`src/rtl/cic_pkg.sv`:
```
package cic_pkg;
  // Register width needed by a CIC stage so that the final comb result is exact
  function automatic int unsigned acc_width(input int unsigned in_w,
                                            input int unsigned order,
                                            input int unsigned rate);
    return in_w + order * $clog2(rate);
  endfunction
endpackage

```
`src/rtl/cic_stage.sv`:
```
module cic_stage #(
  parameter int unsigned ORDER = 5,
  parameter int unsigned RATE  = 16,
  parameter int unsigned IN_W  = 2,
  parameter int unsigned ACC_W = 22
) (
  input  logic                    clk_i,
  input  logic                    rst_ni,
  input  logic                    in_valid_i,
  input  logic signed [IN_W-1:0]  in_data_i,
  output logic                    out_valid_o,
  output logic signed [ACC_W-1:0] out_data_o
);
  localparam int unsigned CNT_W = (RATE > 1) ? $clog2(RATE) : 1;
  localparam logic [CNT_W-1:0] CNT_LAST = CNT_W'(RATE - 1);

  logic [CNT_W-1:0]        cnt_q;
  logic                    tick;
  logic signed [ACC_W-1:0] in_ext;
  logic signed [ACC_W-1:0] integ_q [ORDER];
  logic signed [ACC_W-1:0] dly_q   [ORDER];
  logic signed [ACC_W-1:0] comb_in [ORDER];
  logic signed [ACC_W-1:0] comb_acc;
  logic                    out_valid_q;
  logic signed [ACC_W-1:0] out_data_q;

  assign in_ext = ACC_W'(in_data_i);
  assign tick   = in_valid_i && (cnt_q == CNT_LAST);

  // rate divider counts accepted input samples
  always_ff @(posedge clk_i or negedge rst_ni) begin
    if (!rst_ni)         cnt_q <= '0;
    else if (in_valid_i) cnt_q <= tick ? '0 : cnt_q + CNT_W'(1);
  end

  // registered integrator chain, wraps in two's complement
  always_ff @(posedge clk_i or negedge rst_ni) begin
    if (!rst_ni) begin
      for (int k = 0; k < int'(ORDER); k++) integ_q[k] <= '0;
    end else if (in_valid_i) begin
      integ_q[0] <= integ_q[0] + in_ext;
      for (int k = 1; k < int'(ORDER); k++) integ_q[k] <= integ_q[k] + integ_q[k-1];
    end
  end

  // comb chain evaluated only on kept samples, delay of one kept sample
  always_comb begin
    comb_acc = integ_q[ORDER-1];
    for (int k = 0; k < int'(ORDER); k++) begin
      comb_in[k] = comb_acc;
      comb_acc   = comb_acc - dly_q[k];
    end
  end

  always_ff @(posedge clk_i or negedge rst_ni) begin
    if (!rst_ni) begin
      for (int k = 0; k < int'(ORDER); k++) dly_q[k] <= '0;
    end else if (tick) begin
      for (int k = 0; k < int'(ORDER); k++) dly_q[k] <= comb_in[k];
    end
  end

  always_ff @(posedge clk_i or negedge rst_ni) begin
    if (!rst_ni) begin
      out_valid_q <= 1'b0;
      out_data_q  <= '0;
    end else begin
      out_valid_q <= tick;
      if (tick) out_data_q <= comb_acc;
    end
  end

  assign out_valid_o = out_valid_q;
  assign out_data_o  = out_data_q;

  AST_ONE_CYCLE_STROBE: assert property (@(posedge clk_i) disable iff (!rst_ni)
    out_valid_q |=> !out_valid_q);

  AST_STROBE_FROM_INPUT: assert property (@(posedge clk_i) disable iff (!rst_ni)
    out_valid_q |-> $past(in_valid_i));

  AST_DATA_ON_STROBE: assert property (@(posedge clk_i) disable iff (!rst_ni)
    !$stable(out_data_q) |-> out_valid_q);
endmodule

```
`src/rtl/sm_format.sv`:
```
module sm_format #(
  parameter int unsigned IN_W  = 24,
  parameter int unsigned SHIFT = 7,
  parameter int unsigned MAG_W = 14
) (
  input  logic                   clk_i,
  input  logic                   rst_ni,
  input  logic                   in_valid_i,
  input  logic signed [IN_W-1:0] in_data_i,
  output logic                   valid_o,
  output logic [MAG_W:0]         data_o
);
  localparam int unsigned TW = IN_W - SHIFT;
  localparam logic [TW:0] MAX_MAG = (TW+1)'((64'd1 << MAG_W) - 64'd1);

  logic signed [TW-1:0] scaled;
  logic [TW:0]          ext, abs_v;
  logic                 neg, sat;
  logic [MAG_W-1:0]     mag;
  logic                 unused_lsb;
  logic                 valid_q;
  logic [MAG_W:0]       data_q;

  assign scaled     = in_data_i[IN_W-1:SHIFT];
  assign unused_lsb = ^in_data_i[SHIFT-1:0];
  assign neg        = scaled[TW-1];
  assign ext        = {scaled[TW-1], scaled};
  assign abs_v      = neg ? (~ext + (TW+1)'(1)) : ext;
  assign sat        = abs_v > MAX_MAG;
  assign mag        = sat ? MAX_MAG[MAG_W-1:0] : abs_v[MAG_W-1:0];

  always_ff @(posedge clk_i or negedge rst_ni) begin
    if (!rst_ni) begin
      valid_q <= 1'b0;
      data_q  <= '0;
    end else begin
      valid_q <= in_valid_i;
      if (in_valid_i) data_q <= {neg, mag};
    end
  end

  assign valid_o = valid_q;
  assign data_o  = data_q;

  AST_NO_NEG_ZERO: assert property (@(posedge clk_i) disable iff (!rst_ni)
    data_q[MAG_W] |-> (data_q[MAG_W-1:0] != '0));

  AST_OUT_HOLD: assert property (@(posedge clk_i) disable iff (!rst_ni)
    !$stable(data_q) |-> valid_q);

  AST_OUT_PULSE: assert property (@(posedge clk_i) disable iff (!rst_ni)
    valid_q |=> !valid_q);
endmodule

```
`src/rtl/sd_decim_chain.sv`:
```
module sd_decim_chain
  import cic_pkg::*;
#(
  parameter int unsigned S1_ORDER = 5,
  parameter int unsigned S1_RATE  = 16,
  parameter int unsigned S1_DROP  = 4,
  parameter int unsigned S2_ORDER = 3,
  parameter int unsigned S2_RATE  = 3,
  parameter int unsigned S2_DROP  = 3,
  parameter int unsigned S3_ORDER = 3,
  parameter int unsigned S3_RATE  = 2,
  parameter int unsigned OUT_DROP = 7,
  parameter int unsigned MAG_W    = 14
) (
  input  logic             clk_i,
  input  logic             rst_ni,
  input  logic             bit_i,
  output logic             valid_o,
  output logic [MAG_W:0]   sample_o
);
  localparam int unsigned LVL_W = 2;
  localparam int unsigned W1    = acc_width(LVL_W, S1_ORDER, S1_RATE);
  localparam int unsigned W2_IN = W1 - S1_DROP;
  localparam int unsigned W2    = acc_width(W2_IN, S2_ORDER, S2_RATE);
  localparam int unsigned W3_IN = W2 - S2_DROP;
  localparam int unsigned W3    = acc_width(W3_IN, S3_ORDER, S3_RATE);

  logic signed [LVL_W-1:0] lvl;
  logic                    s1_v, s2_v, s3_v;
  logic signed [W1-1:0]    s1_d;
  logic signed [W2-1:0]    s2_d;
  logic signed [W3-1:0]    s3_d;
  logic signed [W2_IN-1:0] s2_in;
  logic signed [W3_IN-1:0] s3_in;
  logic                    unused_drop;

  // level shift: 1 -> +1, 0 -> -1
  assign lvl = bit_i ? 2'b01 : 2'b11;

  cic_stage #(.ORDER(S1_ORDER), .RATE(S1_RATE), .IN_W(LVL_W), .ACC_W(W1)) u_s1 (
    .clk_i, .rst_ni, .in_valid_i(1'b1), .in_data_i(lvl),
    .out_valid_o(s1_v), .out_data_o(s1_d));

  assign s2_in = s1_d[W1-1:S1_DROP];

  cic_stage #(.ORDER(S2_ORDER), .RATE(S2_RATE), .IN_W(W2_IN), .ACC_W(W2)) u_s2 (
    .clk_i, .rst_ni, .in_valid_i(s1_v), .in_data_i(s2_in),
    .out_valid_o(s2_v), .out_data_o(s2_d));

  assign s3_in = s2_d[W2-1:S2_DROP];

  cic_stage #(.ORDER(S3_ORDER), .RATE(S3_RATE), .IN_W(W3_IN), .ACC_W(W3)) u_s3 (
    .clk_i, .rst_ni, .in_valid_i(s2_v), .in_data_i(s3_in),
    .out_valid_o(s3_v), .out_data_o(s3_d));

  assign unused_drop = ^{s1_d[S1_DROP-1:0], s2_d[S2_DROP-1:0]};

  sm_format #(.IN_W(W3), .SHIFT(OUT_DROP), .MAG_W(MAG_W)) u_fmt (
    .clk_i, .rst_ni, .in_valid_i(s3_v), .in_data_i(s3_d),
    .valid_o, .data_o(sample_o));

  AST_CHAIN_ORDER: assert property (@(posedge clk_i) disable iff (!rst_ni)
    valid_o |-> $past(s3_v));
endmodule

```
`config.mk`:
```
export PLATFORM = sky130hd
export DESIGN_NAME = sd_decim_chain
export DESIGN_NICKNAME = d
export VERILOG_FILES = /design/src/rtl/cic_pkg.sv /design/src/rtl/cic_stage.sv /design/src/rtl/sm_format.sv /design/src/rtl/sd_decim_chain.sv
export SDC_FILE = /design/constraint.sdc
export NUM_CORES = 2
export LEC_CHECK = 0
export BUFFER_PORTS_ARGS = -buffer_cell sky130_fd_sc_hd__clkbuf_2
export CORE_ASPECT_RATIO = 1.2
export CORE_UTILIZATION = 55
export DETAILED_ROUTE_END_ITERATION = 10
export GPL_ROUTABILITY_DRIVEN = 0
export HOLD_SLACK_MARGIN = 0.06
export PLACE_DENSITY = 0.71
export SYNTH_ARGS = -nofsm -noshare
export SYNTH_HDL_FRONTEND = slang
export SYNTH_HIERARCHICAL = 1
export SYNTH_SLANG_ARGS = --single-unit
```
`constraint.sdc`:
```
create_clock -name clk_i -period 10.3 [get_ports clk_i]
set_clock_uncertainty 0.1 [all_clocks]
set_input_delay 2.06 -clock clk_i [delete_from_list [all_inputs] [get_ports clk_i]]
set_output_delay 2.06 -clock clk_i [all_outputs]
set_load 0.01 [all_outputs]
```
-- After elaboration in Yosys (flattened, before gate mapping)
Index checks and enable logic that the tools add are counted.
- bits in registers: 604
- latch bits: 0
- bits in writable memories: 0
- ROM bits: 0
- bits of input ports: 3
- memories kept: 0
- add/sub/neg operators: 26
- multipliers: 0
- div/mod/pow operators: 0
- $lt $le $gt $ge: 1
- eq/ne operators: 2
- shift operators: 0
- multiplexer cells: 6
- bitwise gates (word level): 1
- reductions and logical operators: 2
- operator list (operator ; number):
    subtractor 24 bit ; 6
    subtractor 22 bit ; 5
    adder 24 bit ; 4
    adder 22 bit ; 4
    adder 24 x 18 -> 24 bit ; 1
    adder 24 x 21 -> 24 bit ; 1
    adder 22 x 2 -> 22 bit ; 1
    adder 18 x 1 -> 18 bit, second input constant ; 1
    greater-than comparator 18 x 14 -> 1 bit, second input constant ; 1
    two-way mux 18 bit ; 1
    inverter 18 bit ; 1
    two-way mux 14 bit ; 1
    adder 4 x 1 -> 4 bit, second input constant ; 1
    == test 4 bit, second input constant ; 1
    two-way mux 2 bit ; 2
    two-way mux 4 bit ; 1
    adder 2 x 1 -> 2 bit, second input constant ; 1
    == test 2 bit, second input constant ; 1
    logical AND 1 bit ; 2
    adder 1 bit, second input constant ; 1
    two-way mux 1 bit ; 1

-- Logic depth before layout (Yosys ltp)
- word-level depth: 5
- mapped depth: 43

-- Hierarchy
Netlist, hierarchy kept.
- by module, submodules not included (module ; instances ; cells each ; area an instance (µm²) ; seq. area each (µm²)):
    cic_stage at u_s1 ; 1 ; 2044 ; 18357.6 ; 6180.9
    cic_stage at u_s2 ; 1 ; 1433 ; 12882.4 ; 4279.1
    cic_stage at u_s3 ; 1 ; 1388 ; 12594.6 ; 4254.1
    sm_format ; 1 ; 131 ; 1158.6 ; 400.4
    sd_decim_chain ; 1 ; 2 ; 7.5 ; 0.0

-- Worst setup path before layout
OpenSTA, ideal clock, no wires.
- path kind: register to register
- from: reg u_s1.integ_q, in the netlist u_s1/comb_in[90]
- to: reg u_s1.out_data_q[21], in the netlist u_s1/out_data_o[21]
- data arrival time: 6920 ps
- path slack: 3150 ps
- cell stages (with the launch flop): 39
- cells stage by stage: dfrtp_1 > ha_1 > nor2b_1 > o21ai_1 > nand2b_1 > a21oi_1 > o21bai_1 > a221oi_1 > o21bai_1 > a21o_1 > a21o_1 > a21oi_1 > xnor2_1 > ha_1 > inv_1 > o31ai_1 > or3_1 > a211oi_1 > [... 3 more ...] > and4_1 > and3_1 > a21oi_1 > o21ai_1 > or2_2 > xor2_1 > ha_1 > o21a_1 > nor2_1 > xnor2_1 > ha_1 > nand2_1 > o21ai_0 > a211o_1 > a21oi_1 > xor2_1 > xor2_1 > o21ai_1
- RTL lines (item ; line ; RTL):
    from (decl) ; cic_stage.sv:20 ; logic signed [ACC_W-1:0] integ_q [ORDER];
    to (signal assigned) ; cic_stage.sv:69 ; if (tick) out_data_q <= comb_acc;
    to (decl) ; cic_stage.sv:25 ; logic signed [ACC_W-1:0] out_data_q;

==> flow_metrics.env <==
export IMPL_r2r_slack_ns=2.26
export IMPL_setup_viol=0
export IMPL_hold_path_class="reg2reg"
export IMPL_syn_area_mm2=0.0444
export IMPL_layout_area_overhead_vs_synth_pct=7.71
export IMPL_maxCapViolations=0
export IMPL_cp_slowest_cell="a221oi_1"
export IMPL_hp_start="u_s3/cnt_q"
export IMPL_cp_required_ns=10.67
export IMPL_critPathBufInv=1
export IMPL_cts_resized=0
export IMPL_end_kind="flop"
export IMPL_cpPeakStageDelay_ns=0.46
export IMPL_holdPathStages=1
export IMPL_totalNegativeSetupSlack_ns=0
export IMPL_antenna_found_initial=0
export IMPL_route_detailed_drc=0
export IMPL_cts_num_sinks=590
export IMPL_period_share=0.780
export IMPL_fin_worst_hold_slack_ns=0.365
export IMPL_grt_pass1_wl_um=156000
export IMPL_startpoint_type="flop"
export IMPL_finalNonFillerCells=6018
export IMPL_ant_nets=0
export IMPL_clock_latency_ns=0.61
export IMPL_fp_dieH_um=313
export IMPL_path_max_fanout=5
export IMPL_vias=34000
export IMPL_antennaDiodeCount=0
export IMPL_wire_per_inst_um=15.1
export IMPL_drt_pass1_iterations=7
export IMPL_hold_buffers=0
export IMPL_drt_iter0_drc=1721
export IMPL_num_rows=113
export IMPL_r2r_start="u_s1/comb_in[88]"
export IMPL_htree_num_levels=3
export IMPL_io_buffers=18
export IMPL_synthCells=4942
export IMPL_cts_tree="done"
export IMPL_die_area_mm2=0.0819
export IMPL_drt_total_wl_um=90700
export IMPL_tightest_slew_ns=1.12
export IMPL_fillers=6976
export IMPL_core_area_mm2=0.0796
export IMPL_path_class="reg2reg"
export IMPL_grtUsageTotal=0.224
export IMPL_nNetsFinal=5442
export IMPL_clkTransAtPathRegs_ns=0.06
export IMPL_yosys_warnings=6
export IMPL_grt_start_max_net_pins=146
export IMPL_rsz0062_at_grt="false"
export IMPL_numCtsBuffers=69
export IMPL_ios=19
export IMPL_path_delay_family="compound AO/OA/AOI/OAI gates"
export IMPL_die_x_um=261
export IMPL_multiInputGateArea_mm2=0.0276
export IMPL_min_to="u_s3/cnt_q"
export IMPL_placed_area_mm2=0.0455
export IMPL_clock_path_buffers=3
export IMPL_regArea_mm2=0.0148
export IMPL_start_util=0.558
export IMPL_dpl_cell_count=5893
export IMPL_hold_violations=0
export IMPL_routed_via_density=5.65
export IMPL_critPathArrivalTime_ns=8.41
export IMPL_max_slew_margin=0.251
export IMPL_grt_ovfl_total=0
export IMPL_r2r_worst_path_cells=40
export IMPL_r2r_end="u_s1/out_data_o[21]"
export IMPL_drive_gt1_frac=0.0837
export IMPL_cts_root_buffer="clkbuf_16"
export IMPL_syn_avg_cell_area_um2=8.99
export IMPL_final_area_mm2=0.0478
export IMPL_drv_slew=0
export IMPL_grt_pass1_vias=33500
export IMPL_hpwl_um=66200
export IMPL_min_period_ns=8.04
export IMPL_outcome="completed"
export IMPL_fmax_mhz=124
export IMPL_cts_setup_buffers=0
[layer usage]
layer | up-vias | track usage | wire length (um)
met5 | - | 0 | 0
met4 | 0 | 0.0690 | 2230
met3 | 132 | 0.0235 | 1930
met2 | 300 | 0.420 | 47400
met1 | 16000 | 0.266 | 39200
li1 | 17500 | - | -
[how the worst max path moves through the flow]
| stage | to | slack [ns] | cells past startpoint | start |
|---|---|---|---|---|
| final | u_s1/out_data_o[21] | 2.26 | 40 | u_s1/comb_in[88] |
| after global routing | u_s1/out_data_o[21] | 1.45 | 37 | u_s1/comb_in[88] |
| after CTS | u_s1/out_data_o[21] | 2.28 | 38 | u_s1/comb_in[88] |
| after detailed placement | u_s1/out_data_o[21] | 2.34 | 38 | u_s1/comb_in[88] |
| after global placement | u_s1/out_data_o[21] | 2.44 | 42 | u_s1/comb_in[88] |
| after floorplan | u_s1/out_data_o[21] | 3.15 | 38 | u_s1/comb_in[90] |
[cell usage in the layout, fill, tap and decap left out, types with 55 or more instances in the layout]
cell type and instances:
a21o_1 152, nor2b_1 70, o21bai_1 56, o21a_1 79, clkbuf_16 73, nand2b_1 61
ha_1 488, nand2_1 492, o21ai_1 78, nor3_1 77, a21oi_1 324, dfrtp_1 588
nor2_1 267, o21ai_0 379, xor2_1 112, nand3_1 55, mux2_2 217, inv_1 427
xnor2_1 270
[area by class of cell]
class,instances,share of cell area
Inverter,430,0.0338
Clock buffer,109,0.0446
Sequential cell,590,0.309
Tap cell,1035,0.0271
Timing Repair Buffer,38,0.00575
Multi-Input combinational cell,3800,0.576
Clock inverter,16,0.00395
[metrics by stage]
stage,worst slack (ns),utilization
6_report,2.26,0.601
5_1_grt,1.45,0.601
4_1_cts,2.28,0.601
3_5_place_dp,2.34,0.572
3_3_place_gp,2.44,0.572
2_1_floorplan,3.15,-
[sequential cells by signal, indices dropped and copies added, names as in the netlist, 15 cells and up]
name and count:
u_s3/dly_q 72, u_s1/integ_q 88, u_s1/comb_in 22, u_s1/dly_q 110
u_s2/dly_q 72, u_fmt/data_o 15, u_s3/comb_in 24, u_s2/out_data_o 21
u_s3/out_data_o 17, u_s1/out_data_o 18, u_s2/integ_q 48, u_s3/integ_q 48
u_s2/comb_in 24
Power is left out: the tool's default activity adds up to more than one toggle a clock period on the data nets, which glitch-free logic cannot reach.
